<file path="src/rtl/ebc_pkg.sv">
package ebc_pkg;
  typedef enum logic [2:0] {
    PH_IDLE = 3'd0,
    PH_ADDR = 3'd1,
    PH_HOLD = 3'd2,
    PH_STRB = 3'd3,
    PH_RECV = 3'd4
  } ebc_phase_e;
endpackage

</file>
<file path="src/rtl/ebc_rst_sync.sv">
module ebc_rst_sync #(
  parameter int STAGES = 2
) (
  input  logic clk,
  input  logic rst_n,
  output logic rst_sync_n
);
  logic [STAGES-1:0] sync_q;

  always_ff @(posedge clk or negedge rst_n) begin
    if (!rst_n) sync_q <= '0;
    else        sync_q <= {sync_q[STAGES-2:0], 1'b1};
  end

  assign rst_sync_n = sync_q[STAGES-1];
endmodule

</file>
<file path="src/rtl/ebc_phase_seq.sv">
module ebc_phase_seq
  import ebc_pkg::*;
#(
  parameter int ALE_T = 3,
  parameter int HLD_T = 1,
  parameter int STB_T = 3,
  parameter int REC_T = 2,
  parameter int CW    = 2
) (
  input  logic            clk,
  input  logic            rst_n,
  input  logic            start,
  output ebc_phase_e      phase,
  output logic            last,
  output logic [CW-1:0]   cnt
);
  ebc_phase_e  ph_q, ph_d;
  logic [CW-1:0] cnt_q, cnt_d;

  always_comb begin
    ph_d  = ph_q;
    cnt_d = cnt_q;
    last  = (cnt_q == '0);
    unique case (ph_q)
      PH_IDLE: if (start) begin
        ph_d  = PH_ADDR;
        cnt_d = CW'(ALE_T - 1);
      end
      PH_ADDR: if (last) begin
        ph_d  = PH_HOLD;
        cnt_d = CW'(HLD_T - 1);
      end else cnt_d = cnt_q - 1'b1;
      PH_HOLD: if (last) begin
        ph_d  = PH_STRB;
        cnt_d = CW'(STB_T - 1);
      end else cnt_d = cnt_q - 1'b1;
      PH_STRB: if (last) begin
        ph_d  = PH_RECV;
        cnt_d = CW'(REC_T - 1);
      end else cnt_d = cnt_q - 1'b1;
      PH_RECV: if (last) begin
        ph_d  = PH_IDLE;
        cnt_d = '0;
      end else cnt_d = cnt_q - 1'b1;
      default: begin
        ph_d  = PH_IDLE;
        cnt_d = '0;
      end
    endcase
  end

  always_ff @(posedge clk or negedge rst_n) begin
    if (!rst_n) begin
      ph_q  <= PH_IDLE;
      cnt_q <= '0;
    end else begin
      ph_q  <= ph_d;
      cnt_q <= cnt_d;
    end
  end

  assign phase = ph_q;
  assign cnt   = cnt_q;
endmodule

</file>
<file path="src/rtl/ebc_datapath.sv">
module ebc_datapath
  import ebc_pkg::*;
#(
  parameter int          AW        = 16,
  parameter int          DW        = 8,
  parameter int          REC_T     = 2,
  parameter int          WDH_T     = 1,
  parameter int          CW        = 2,
  parameter logic [15:0] BOOT_ADDR = 16'h0040
) (
  input  logic             clk,
  input  logic             rst_n,
  input  logic             start,
  input  logic             req_write,
  input  logic [AW-1:0]    req_addr,
  input  logic [DW-1:0]    req_wdata,
  input  ebc_phase_e       phase,
  input  logic             last,
  input  logic [CW-1:0]    cnt,
  input  logic [DW-1:0]    bus_ad_i,
  output logic [DW-1:0]    bus_ad_o,
  output logic             bus_ad_oe,
  output logic [AW-DW-1:0] bus_ahi,
  output logic             bus_ale_n,
  output logic             bus_rd_n,
  output logic             bus_wr_n,
  output logic             rsp_ready,
  output logic [DW-1:0]    rsp_rdata
);
  localparam int HW = AW - DW;
  localparam logic [CW-1:0] WH_LIM = CW'(REC_T - 1 - WDH_T);

  logic [AW-1:0] addr_q;
  logic [DW-1:0] wd_q, rdata_q, rdata_d;
  logic          we_q, rdy_q, rdy_d;
  logic          in_addr, in_strb, in_whold;

  always_comb begin
    in_addr  = (phase == PH_ADDR) || (phase == PH_HOLD);
    in_strb  = (phase == PH_STRB);
    in_whold = (phase == PH_RECV) && we_q && (cnt > WH_LIM);
    rdy_d    = in_strb && last;
    rdata_d  = (rdy_d && !we_q) ? bus_ad_i : rdata_q;
  end

  always_ff @(posedge clk or negedge rst_n) begin
    if (!rst_n) begin
      addr_q <= AW'(BOOT_ADDR);
      wd_q   <= '0;
      we_q   <= 1'b0;
    end else if (start) begin
      addr_q <= req_addr;
      wd_q   <= req_wdata;
      we_q   <= req_write;
    end
  end

  always_ff @(posedge clk or negedge rst_n) begin
    if (!rst_n) begin
      rdy_q   <= 1'b0;
      rdata_q <= '0;
    end else begin
      rdy_q   <= rdy_d;
      rdata_q <= rdata_d;
    end
  end

  assign bus_ad_oe = in_addr || (we_q && in_strb) || in_whold;
  assign bus_ad_o  = in_addr ? addr_q[DW-1:0] : wd_q;
  assign bus_ahi   = addr_q[AW-1:AW-HW];
  assign bus_ale_n = !(phase == PH_ADDR);
  assign bus_rd_n  = !(in_strb && !we_q);
  assign bus_wr_n  = !(in_strb && we_q);
  assign rsp_ready = rdy_q;
  assign rsp_rdata = rdata_q;
endmodule

</file>
<file path="src/rtl/ebc_bus_ctrl.sv">
module ebc_bus_ctrl
  import ebc_pkg::*;
#(
  parameter int          AW        = 16,
  parameter int          DW        = 8,
  parameter int          ALE_T     = 3,
  parameter int          HLD_T     = 1,
  parameter int          STB_T     = 3,
  parameter int          REC_T     = 2,
  parameter int          WDH_T     = 1,
  parameter logic [15:0] BOOT_ADDR = 16'h0040
) (
  input  logic             clk,
  input  logic             rst_n,
  input  logic             ext_fetch_n,
  input  logic             req_valid,
  input  logic             req_write,
  input  logic             req_fetch,
  input  logic [AW-1:0]    req_addr,
  input  logic [DW-1:0]    req_wdata,
  output logic             rsp_ready,
  output logic [DW-1:0]    rsp_rdata,
  output logic [DW-1:0]    bus_ad_o,
  output logic             bus_ad_oe,
  input  logic [DW-1:0]    bus_ad_i,
  output logic [AW-DW-1:0] bus_ahi,
  output logic             bus_ale_n,
  output logic             bus_rd_n,
  output logic             bus_wr_n
);
  localparam int MAXT_A = (ALE_T > STB_T) ? ALE_T : STB_T;
  localparam int MAXT_B = (HLD_T > REC_T) ? HLD_T : REC_T;
  localparam int MAXT   = (MAXT_A > MAXT_B) ? MAXT_A : MAXT_B;
  localparam int CW     = (MAXT > 1) ? $clog2(MAXT) : 1;

  logic          rst_sync_n;
  ebc_phase_e    phase;
  logic          last;
  logic [CW-1:0] cnt;
  logic          goes_out, start;

  always_comb begin
    goes_out = req_write || !req_fetch || !ext_fetch_n;
    start    = req_valid && (phase == PH_IDLE) && goes_out;
  end

  ebc_rst_sync #(.STAGES(2)) u_rst (
    .clk        (clk),
    .rst_n      (rst_n),
    .rst_sync_n (rst_sync_n)
  );

  ebc_phase_seq #(
    .ALE_T (ALE_T), .HLD_T (HLD_T), .STB_T (STB_T), .REC_T (REC_T), .CW (CW)
  ) u_seq (
    .clk   (clk),
    .rst_n (rst_sync_n),
    .start (start),
    .phase (phase),
    .last  (last),
    .cnt   (cnt)
  );

  ebc_datapath #(
    .AW (AW), .DW (DW), .REC_T (REC_T), .WDH_T (WDH_T), .CW (CW),
    .BOOT_ADDR (BOOT_ADDR)
  ) u_dp (
    .clk       (clk),
    .rst_n     (rst_sync_n),
    .start     (start),
    .req_write (req_write),
    .req_addr  (req_addr),
    .req_wdata (req_wdata),
    .phase     (phase),
    .last      (last),
    .cnt       (cnt),
    .bus_ad_i  (bus_ad_i),
    .bus_ad_o  (bus_ad_o),
    .bus_ad_oe (bus_ad_oe),
    .bus_ahi   (bus_ahi),
    .bus_ale_n (bus_ale_n),
    .bus_rd_n  (bus_rd_n),
    .bus_wr_n  (bus_wr_n),
    .rsp_ready (rsp_ready),
    .rsp_rdata (rsp_rdata)
  );
endmodule

</file>
<file path="config.mk">
export PLATFORM = sky130hd
export DESIGN_NAME = ebc_bus_ctrl
export DESIGN_NICKNAME = d
export VERILOG_FILES = /design/src/rtl/ebc_pkg.sv /design/src/rtl/ebc_rst_sync.sv /design/src/rtl/ebc_phase_seq.sv /design/src/rtl/ebc_datapath.sv /design/src/rtl/ebc_bus_ctrl.sv
export SDC_FILE = /design/constraint.sdc
export NUM_CORES = 1
export LEC_CHECK = 0
export BUFFER_PORTS_ARGS = -buffer_cell sky130_fd_sc_hd__buf_4
export CAP_MARGIN = 10
export CORE_MARGIN = 8
export CORE_UTILIZATION = 38
export DETAILED_ROUTE_END_ITERATION = 10
export GPL_TIMING_DRIVEN = 0
export HOLD_SLACK_MARGIN = 0.02
export MAX_ROUTING_LAYER = met4
export PLACE_DENSITY = 0.72
export SYNTH_ARGS = -nofsm -noshare
export SYNTH_HDL_FRONTEND = slang
export SYNTH_SLANG_ARGS = --single-unit
</file>
<file path="constraint.sdc">
create_clock -name clk -period 1.9 [get_ports clk]
set_clock_uncertainty 0.15 [all_clocks]
set_input_delay 0.19 -clock clk [delete_from_list [all_inputs] [get_ports clk]]
set_output_delay 0.19 -clock clk [all_outputs]
set_load 0.005 [all_outputs]
</file>
=== Word level (Yosys, flattened, before mapping) ===
Cells that the tools add are included.

* Add/sub/neg operators: 1
* Multipliers: 0
* Divide/modulo/power cells: 0
* Magnitude comparators: 1
* Eq/ne operators: 9
* Shifts and indexed selects: 0
* Multiplexer cells: 12
* Bitwise operators: 0
* Reductions and logical operators: 23

{| class="wikitable"
|+ Operators with widths
! cell !! number
|-
| two-way mux 3 bit || 5
|-
| one-hot mux 3 bit (5 select lines) || 1
|-
| logical AND 1 bit || 8
|-
| two-way mux 2 bit || 4
|-
| two-way mux 8 bit || 1
|-
| inequality test 2 x 1 -> 1 bit, second input constant || 4
|-
| one-hot mux 2 bit (4 select lines) || 1
|-
| == test 3 x 2 -> 1 bit, second input constant || 2
|-
| zero test 1 bit || 6
|-
| logical OR 1 bit || 5
|-
| AND reduction 5 bit || 1
|-
| == test 3 x 1 -> 1 bit, second input constant || 1
|-
| == test 3 bit, second input constant || 1
|-
| zero test 3 bit || 1
|-
| greater-than comparator 2 x 1 -> 1 bit, second input constant || 1
|-
| zero test 2 bit || 1
|-
| inequality test 2 bit, second input constant || 1
|-
| OR reduction 2 bit || 1
|-
| subtractor 2 x 1 -> 2 bit, second input constant || 1
|}

* Flip-flop bits (word level): 41
* Bits in latches: 0
* RAM bits: 0
* ROM bits: 0
* Output and inout port bits: 29
* Logic and storage cells: 54
* Memories kept: 0

=== Logic depth before layout (Yosys ltp) ===
Gate-level depths: netlist of the first run.

* Depth after elaboration: 6
* Mapped depth: 5
* Gate-level depth less buffers: 5

=== Modules after synthesis ===
A second synthesis of the first run with hierarchy kept.

* Cells, all modules: 143
* Area, all modules: 1961.9 µm²

{| class="wikitable"
|+ By module, submodules not included
! module !! instances !! cells an instance !! area an instance (µm²)
|-
| ebc_datapath || 1 || 100 || 1522.7
|-
| ebc_phase_seq || 1 || 37 || 359.1
|-
| ebc_rst_sync || 1 || 3 || 53.8
|-
| ebc_bus_ctrl || 1 || 3 || 26.3
|}

=== Least setup slack after synthesis of the first run ===
Ideal clock, no wire load.

* Kind: register -> register
* Start point: reg u_seq.cnt_q[0], in the netlist u_seq.cnt[0]
* End point: reg u_dp.rdata_q[0], in the netlist u_dp.rsp_rdata[0]
* Library setup time: 125 ps
* Arrival time: 1436 ps
* Path slack: 189 ps
* Cell stages (with the launch flop): 5
* Path buffers: 0
* Period minus slack after synthesis: 1711 ps
* Cell sequence: dfrtp_1 inv_1 ha_1 nor4b_4 mux2_2

* Word-level cells in the longest chain between the ends: 3

{| class="wikitable"
|+ Ends and longest elaborated chain
! item !! RTL line !! text
|-
| from (decl) || ebc_phase_seq.sv:18 || <nowiki>logic [CW-1:0] cnt_q, cnt_d;</nowiki>
|-
| from (signal assigned) || ebc_phase_seq.sv:58 || <nowiki>cnt_q <= cnt_d;</nowiki>
|-
| zero test 2 bit || ebc_phase_seq.sv:23 || <nowiki>last = (cnt_q == '0);</nowiki>
|-
| logical AND 1 bit || ebc_datapath.sv:42 || <nowiki>rdy_d = in_strb && last;</nowiki>
|-
| logical AND 1 bit || ebc_datapath.sv:43 || <nowiki>rdata_d = (rdy_d && !we_q) ? bus_ad_i : rdata_q;</nowiki>
|-
| to (signal assigned) || ebc_datapath.sv:64 || <nowiki>rdata_q <= rdata_d;</nowiki>
|-
| to (decl) || ebc_datapath.sv:34 || <nowiki>logic [DW-1:0] wd_q, rdata_q, rdata_d;</nowiki>
|}

Every way passes these cells.
A chain may end at the register's enable or synchronous reset.

=== Worst setup path after layout of the first run ===
* Start point: reg u_seq.ph_q[1], in the netlist u_seq.phase[1]
* End point: out bus_ad_o[3]

* Word-level cells in the longest chain between the ends: 3
* Elaborated cells between the ends (all ways): 4
* Classes of those cells: eq/ne (2); mux (1); reduce/logical (1)

{| class="wikitable"
|+ Ends and longest elaborated chain
! item !! RTL line !! text
|-
| from (decl) || ebc_phase_seq.sv:17 || <nowiki>ebc_phase_e ph_q, ph_d;</nowiki>
|-
| from (signal assigned) || ebc_phase_seq.sv:57 || <nowiki>ph_q <= ph_d;</nowiki>
|-
| == test 3 x 1 -> 1 bit / == test 3 x 2 -> 1 bit (equally long branches) || ebc_datapath.sv:39 || <nowiki>in_addr = (phase == PH_ADDR) || (phase == PH_HOLD);</nowiki>
|-
| logical OR 1 bit * || ebc_datapath.sv:39 ||
|-
| two-way mux 8 bit * || ebc_datapath.sv:69 || <nowiki>assign bus_ad_o = in_addr ? addr_q[DW-1:0] : wd_q;</nowiki>
|-
| to (decl) || ebc_bus_ctrl.sv:23 || <nowiki>output logic [DW-1:0] bus_ad_o,</nowiki>
|}

Mark *: on every way between the ends. The rest lies on a longest branch, timed or not.

==> flow_summary.yaml, run 1 <==
global_route:
  grtUsageTotal: 0.1424
  antenna_found_initial: 0
  grt_max_degree: 40
  grt_pass1_vias: 1732
  grt.overflow.total: 0
  grt_pass1_wl_mm: 8.224
setup_path:
  regToRegSetupSlack_ns: 0.11
  r2r-start: "u_seq.phase[1]$_DFFE_PN0P_"
  startpoint: "u_seq.phase[1]$_DFFE_PN0P_"
  reg2reg_to: "u_dp.addr_q[0]$_DFFE_PN0P_"
  reg2reg_depth: 5
  worstPathArrival_ns: 1.58
  worst_setup_path_start_kind: "register"
  end_kind: "primary output"
  critical_path.max_fanout: 8
  worst_ep_required_time_ns: 1.56
  critPathKind: "register to primary output"
job:
  max_cap_viol_count: 0
floorplanning:
  dieHeight_um: 87.14
  core_sq_um: 5010
  fp-row-count: 26
  start_util: 0.3839
  die_w_um: 87.14
  ios: 67
  dieArea_sq_um: 7593
timing:
  final-setup-viol-count: 8
  whs_ns: 0.06208
  hold_viol_final: 0
  layout_setup_ws_ns: -0.01908
  fin_crit_sh: 1.010
  grt_setup_unrepaired: "yes"
  relSlewSlack: 0.4356
  fmax_mhz: 521.1
  report.final.slew_viol_count: 0
  period_minus_slack_ns: 1.919
  tightest_slew_ns: 0.8466
  timing.setup.tns_ns: -0.07171
layout:
  diodes: 0
  final_cell_mix: "buf_4 (70), dfrtp_1 (37), dlygate4sd3_1 (34), mux2_2 (32)"
  final_nets: 290
  drive_above_1_share: 0.5582
  synthToLayoutAreaGrowth_pct: 59.47
  layout_commonest_cell: "buf_4"
  fillers: 414
synthesis:
  netlist.area_leader.share: 0.5205
  synth.distinct_cells: 35
  ys_warn_count: 0
  syn_area_sq_um: 1923
  synth_top_cell_by_area: "dfrtp_1"
  synth_xor_area_frac: 0.009109
  synth_nets: 181
  synth.area.top_cells: "dfrtp_1 (52%), mux2_2 (23%), buf_4 (3.5%)"
  synthCells: 139
  seq_area_frac_synth: 0.5342
  syn_avg_cell_area_sq_um: 13.84
  synth_compound_area_frac: 0.03969
  synth_seq_cells: 41
  synthAdderAreaFrac: 0.02602
  synthMuxAreaShare: 0.2401
  synth-simple-area-share: 0.09109
  synth_top_family_by_area: "multiplexers"
status:
  status: "finished with violations"
  failed_checks: "setup timing"
place:
  io_buffers: 66
  dp_slack_ns: -0.03773
  hpwl_mm: 3.154
  gp_congestion: 0.7409
route:
  wire_per_inst_um: 14.74
  routed_wl_mm: 4.703
  via_per_inst: 4.602
  vias: 1468
  drt_iter0_markers: 60
  drt_pass1_iterations: 4
  drcViolationCount: 0
  postRouteAntennaNets: 0
power:
  vdd_drop_max_mv: 1.272
  p_leak_uw: 0.001447
  power_density_nw_per_um2: 1675
hold_path:
  hp-class: "input pin to async pin"
clock_network:
  cts_buffer_depth: 2
  cts_tree: "built"
  cts_buffers: 5
  clk_pin_slew_ns: 0.08
  h-tree-depth: 2
  cts_root_buf: "clkbuf_8"
  clkLatencyLatePin_ns: 0.29
  numClockSinks: 41
-- how the worst max path moves through the flow --
stage                                    endpoint
finish                                bus_ad_o[3]
global route                          bus_ad_o[3]
CTS                                   bus_ad_o[7]
detailed placement                    bus_ad_o[7]
global placement                      bus_ad_o[3]
floorplan           u_dp.rsp_rdata[0]$_DFFE_PN0P_
-- metal layers --
metal | share of wire | track usage | vias up
met2 | 0.51 | 0.2380 | 39
li1 | - | - | 701
met5 | 0 | - | -
met4 | 0.0081 | 0.04531 | 0
met3 | 0.054 | 0.04340 | 4
met1 | 0.42 | 0.1591 | 724
-- area by class of cell --
type                    count  area [sq um]  area share
well taps                  70         87.58     0.02856
flip-flops and latches     41          1031      0.3362
multi-input cells          80         838.3      0.2734
clock inverters             1         8.758    0.002856
clock buffers               7         96.34     0.03142
inverters                   5         18.77    0.006120
repair buffers            104         908.4      0.2962
plain buffers              11         77.57     0.02530
-- where the power goes --
| part | internal [uW] | switching (uW) | total, uW |
|---|---|---|---|
| logic | 1850 | 1050 | 2900 |
| clock network | 335 | 300 | 635 |
| registers | 1310 | 289 | 1600 |
-- synthesized netlist by cell type, drive strengths merged --
| master | number |
|---|---|
| xnor2 | 2 |
| nand3 | 2 |
| and3b | 1 |
| and2 | 1 |
| clkbuf | 1 |
| nand2 | 5 |
| o31ai | 1 |
| and3 | 1 |
| nor4b | 1 |
| or3 | 2 |
| a41oi | 1 |
| ha | 4 |
| o2bb2ai | 1 |
| inv | 5 |
| dfstp | 1 |
| mux2 | 41 |
| a221oi | 1 |
| nand3b | 1 |
| buf | 12 |
| a211oi | 3 |
| dfrtp | 40 |
| a21oi | 1 |
| nand4 | 1 |
| nor2b | 1 |
| a211o | 1 |
| conb | 1 |
| nor2 | 5 |
| nand4b | 1 |
| o22ai | 1 |
-- state kept, by name, summed over array words and instances (netlist names) --
register and count:
u_rst.sync_q 2, u_seq.phase 3, u_dp.rsp_rdata 8, u_dp.rsp_ready 1, u_dp.addr_q 16, u_seq.cnt 2
u_dp.wd_q 8, u_dp.we_q 1
-- critical path: stages (launching register included) --
cell and delay (ns):
dfrtp_2 0.45, xnor2_4 0.16, nor2_4 0.10, buf_12 0.15, mux2_4 0.32, buf_6 0.12
-- stage by stage --
| step | cells | area (sq um) | utilization | power, uW |
|---|---|---|---|---|
| floorplan | 139 | 1923 | - | 2973 |
| global placement | 275 | 2506 | 0.5003 | 3911 |
| detailed placement | 275 | 2507 | 0.5005 | 3960 |
| CTS | 321 | 3083 | 0.6154 | 5209 |
| global route | 319 | 3067 | 0.6121 | 5518 |
| finish | 319 | 3067 | 0.6121 | 5136 |
-- cell families after synthesis --
family          after synthesis
xor+xnor                      2
other cells                   1
flops                        41
compound gates               10
fa+ha+maj                     4
simple gates                 22
mux                          41
buf+inv                      18
-- what timing repair did --
action                                  in CTS  in global routing
endpoints found under the setup margin      16                 13
gates resized for setup                     20                  7
hold buffers                                34                  0
buffers inserted                             4                  0
pin swaps                                    2                  2
hold endpoints to repair                    35                  0
(Power assumes the default switching activity.)
==> run 2, diff against run 1 <==
--- a/config.mk
+++ b/config.mk
@@ -14,6 +14,7 @@
 export HOLD_SLACK_MARGIN = 0.02
 export MAX_ROUTING_LAYER = met4
 export PLACE_DENSITY = 0.72
+export SETUP_SLACK_MARGIN = 0.2
 export SYNTH_ARGS = -nofsm -noshare
 export SYNTH_HDL_FRONTEND = slang
 export SYNTH_SLANG_ARGS = --single-unit
==> run 2 against run 1 <==
The run still ends with setup timing left. Total power is 13% higher. Critical path depth is 1 higher. Clock-buffer cell count stayed put. Sequential share of layout area is 3.2 points lower. Final cell count is 5.6% higher. Hold slack worse by 0.0036 ns. Cell area is 11% higher. First-iteration DRC count is 43% lower. Maximum frequency is 3.0% lower. Worst setup slack worse by 0.060 ns. Via count is 6.1% higher. Flip-flop and latch count stayed put. Critical path type unchanged. Largest cell class is now buffers. Highest routed layer unchanged.
==> flow_summary.yaml, run 2 (synthesis gave the netlist of run 1 again) <==
floorplanning:
  dieArea_sq_um: 7593
  dieHeight_um: 87.14
  die_w_um: 87.14
  fp-row-count: 26
  start_util: 0.3839
  ios: 67
  core_sq_um: 5010
global_route:
  grt.overflow.total: 0
  met3_usage: 0.03585
  met2_usage: 0.2630
  grt_pass1_wl_mm: 8.742
  grt_util_met1: 0.1742
  grt_max_degree: 40
  antenna_found_initial: 0
  grtUsageTotal: 0.1532
  top_usage_layer: "met2"
  grt_pass1_vias: 1823
place:
  hpwl_mm: 3.154
  io_buffers: 66
  gp_congestion: 0.7409
  place_inst: 275
  dp_slack_ns: -0.03773
layout:
  layout_commonest_cell: "buf_4"
  drive_above_1_share: 0.6180
  largest_register_ffs: 16
  top_register: "u_dp.addr_q"
  fillers: 388
  synthToLayoutAreaGrowth_pct: 76.25
  diodes: 0
  final_nets: 308
  finalNonFillerCells: 337
  final_cell_mix: "buf_4 (74), dfrtp_1 (38), dlygate4sd3_1 (34), mux2_2 (23), mux2_4 (18)"
setup_path:
  startpoint: "u_seq.phase[1]$_DFFE_PN0P_"
  worst_setup_path_start_kind: "register"
  end_kind: "primary output"
  critPathKind: "register to primary output"
  critical_path.max_fanout: 8
  regToRegSetupSlack_ns: 0.02
  worstPathArrival_ns: 1.64
  reg2reg_depth: 8
  worst_ep_required_time_ns: 1.56
  r2r-start: "u_seq.phase[0]$_DFFE_PN0P_"
  reg2reg_to: "u_dp.rsp_rdata[0]$_DFFE_PN0P_"
job:
  max_cap_viol_count: 0
route:
  drcViolationCount: 0
  vias: 1558
  routed_wl_mm: 5.279
  via_per_inst: 4.623
  drt_iter0_markers: 34
  postRouteAntennaNets: 0
  wire_per_inst_um: 15.66
  drt_pass1_iterations: 4
clock_network:
  clkLatencyLatePin_ns: 0.29
  cts_buffer_depth: 2
  clk_pin_slew_ns: 0.08
  cts_buffers: 5
  cts_root_buf: "clkbuf_8"
  numClockSinks: 41
  h-tree-depth: 2
  cts_tree: "built"
hold_path:
  hp-class: "input pin to async pin"
timing:
  period_minus_slack_ns: 1.979
  layout_setup_ws_ns: -0.07863
  whs_ns: 0.05843
  fin_crit_sh: 1.041
  relSlewSlack: 0.4268
  timing.setup.tns_ns: -0.5681
  grt_setup_unrepaired: "yes"
  report.final.slew_viol_count: 0
  fmax_mhz: 505.4
  hold_viol_final: 0
  tightest_slew_ns: 0.8598
  final-setup-viol-count: 8
power:
  p_leak_uw: 0.001613
  vdd_drop_max_mv: 1.290
  power_density_nw_per_um2: 1711
status:
  failed_checks: "setup timing"
  status: "finished with violations"
-- run 2: worst max path at each step --
stage / to / slack, ns / depth (start not counted)
2_1_floorplan: u_dp.rsp_rdata[0]$_DFFE_PN0P_ / 0.19 / 4
4_1_cts: bus_ad_o[7] / -0.08 / 6
5_1_grt: bus_ad_o[7] / -0.14 / 6
3_3_place_gp: bus_ad_o[3] / -0.06 / 5
3_5_place_dp: bus_ad_o[7] / -0.04 / 5
6_report: bus_ad_o[7] / -0.08 / 6
-- run 2: where the power goes --
group	total [uW]	switching, uW	internal [uW]	leakage (uW)
sequential	1590	279	1310	0.000488
clock	645	310	336	0.0000549
combinational	3570	1240	2320	0.00107
total	5800	1830	3970	0.00161
-- run 2: through the flow --
| stage | area [sq um] | power, uW | utilization |
|---|---|---|---|
| after floorplan | 1923 | 2973 | - |
| after global placement | 2506 | 3911 | 0.5003 |
| final | 3390 | 5799 | 0.6766 |
| after detailed placement | 2507 | 3960 | 0.5005 |
| after CTS | 3342 | 5706 | 0.6671 |
| after global routing | 3390 | 6180 | 0.6766 |
-- run 2: cell type report --
cell class              instances  area [sq um]  area share
well taps                      70         87.58     0.02584
clock buffers                   7         96.34     0.02842
repair buffers                120          1105      0.3260
flip-flops and latches         41          1030      0.3038
inverters                       5         21.27    0.006275
plain buffers                  13         126.4     0.03728
clock inverters                 1         8.758    0.002584
multi-input cells              80         914.6      0.2698
-- run 2: routing by layer --
layer,wire length (um),up-vias
met5,0,-
met4,40,0
met3,197,4
met2,2799,39
met1,2242,777
li1,-,738
-- run 2: critical path: stages, from the launching register on --
cell and delay [ns]:
dfrtp_1 0.39, buf_6 0.14, xnor2_4 0.13, nor2_4 0.11, buf_12 0.15, mux2_4 0.32, buf_6 0.12
-- run 2: repair_timing --
action / in CTS / in global routing
endpoints found under the setup margin: 32 / 46
gates resized for setup: 53 / 13
hold buffers: 34 / 0
pin swaps: 6 / 9
hold endpoints to repair: 35 / 0
cloned: 2 / 0
buffers inserted: 17 / 1
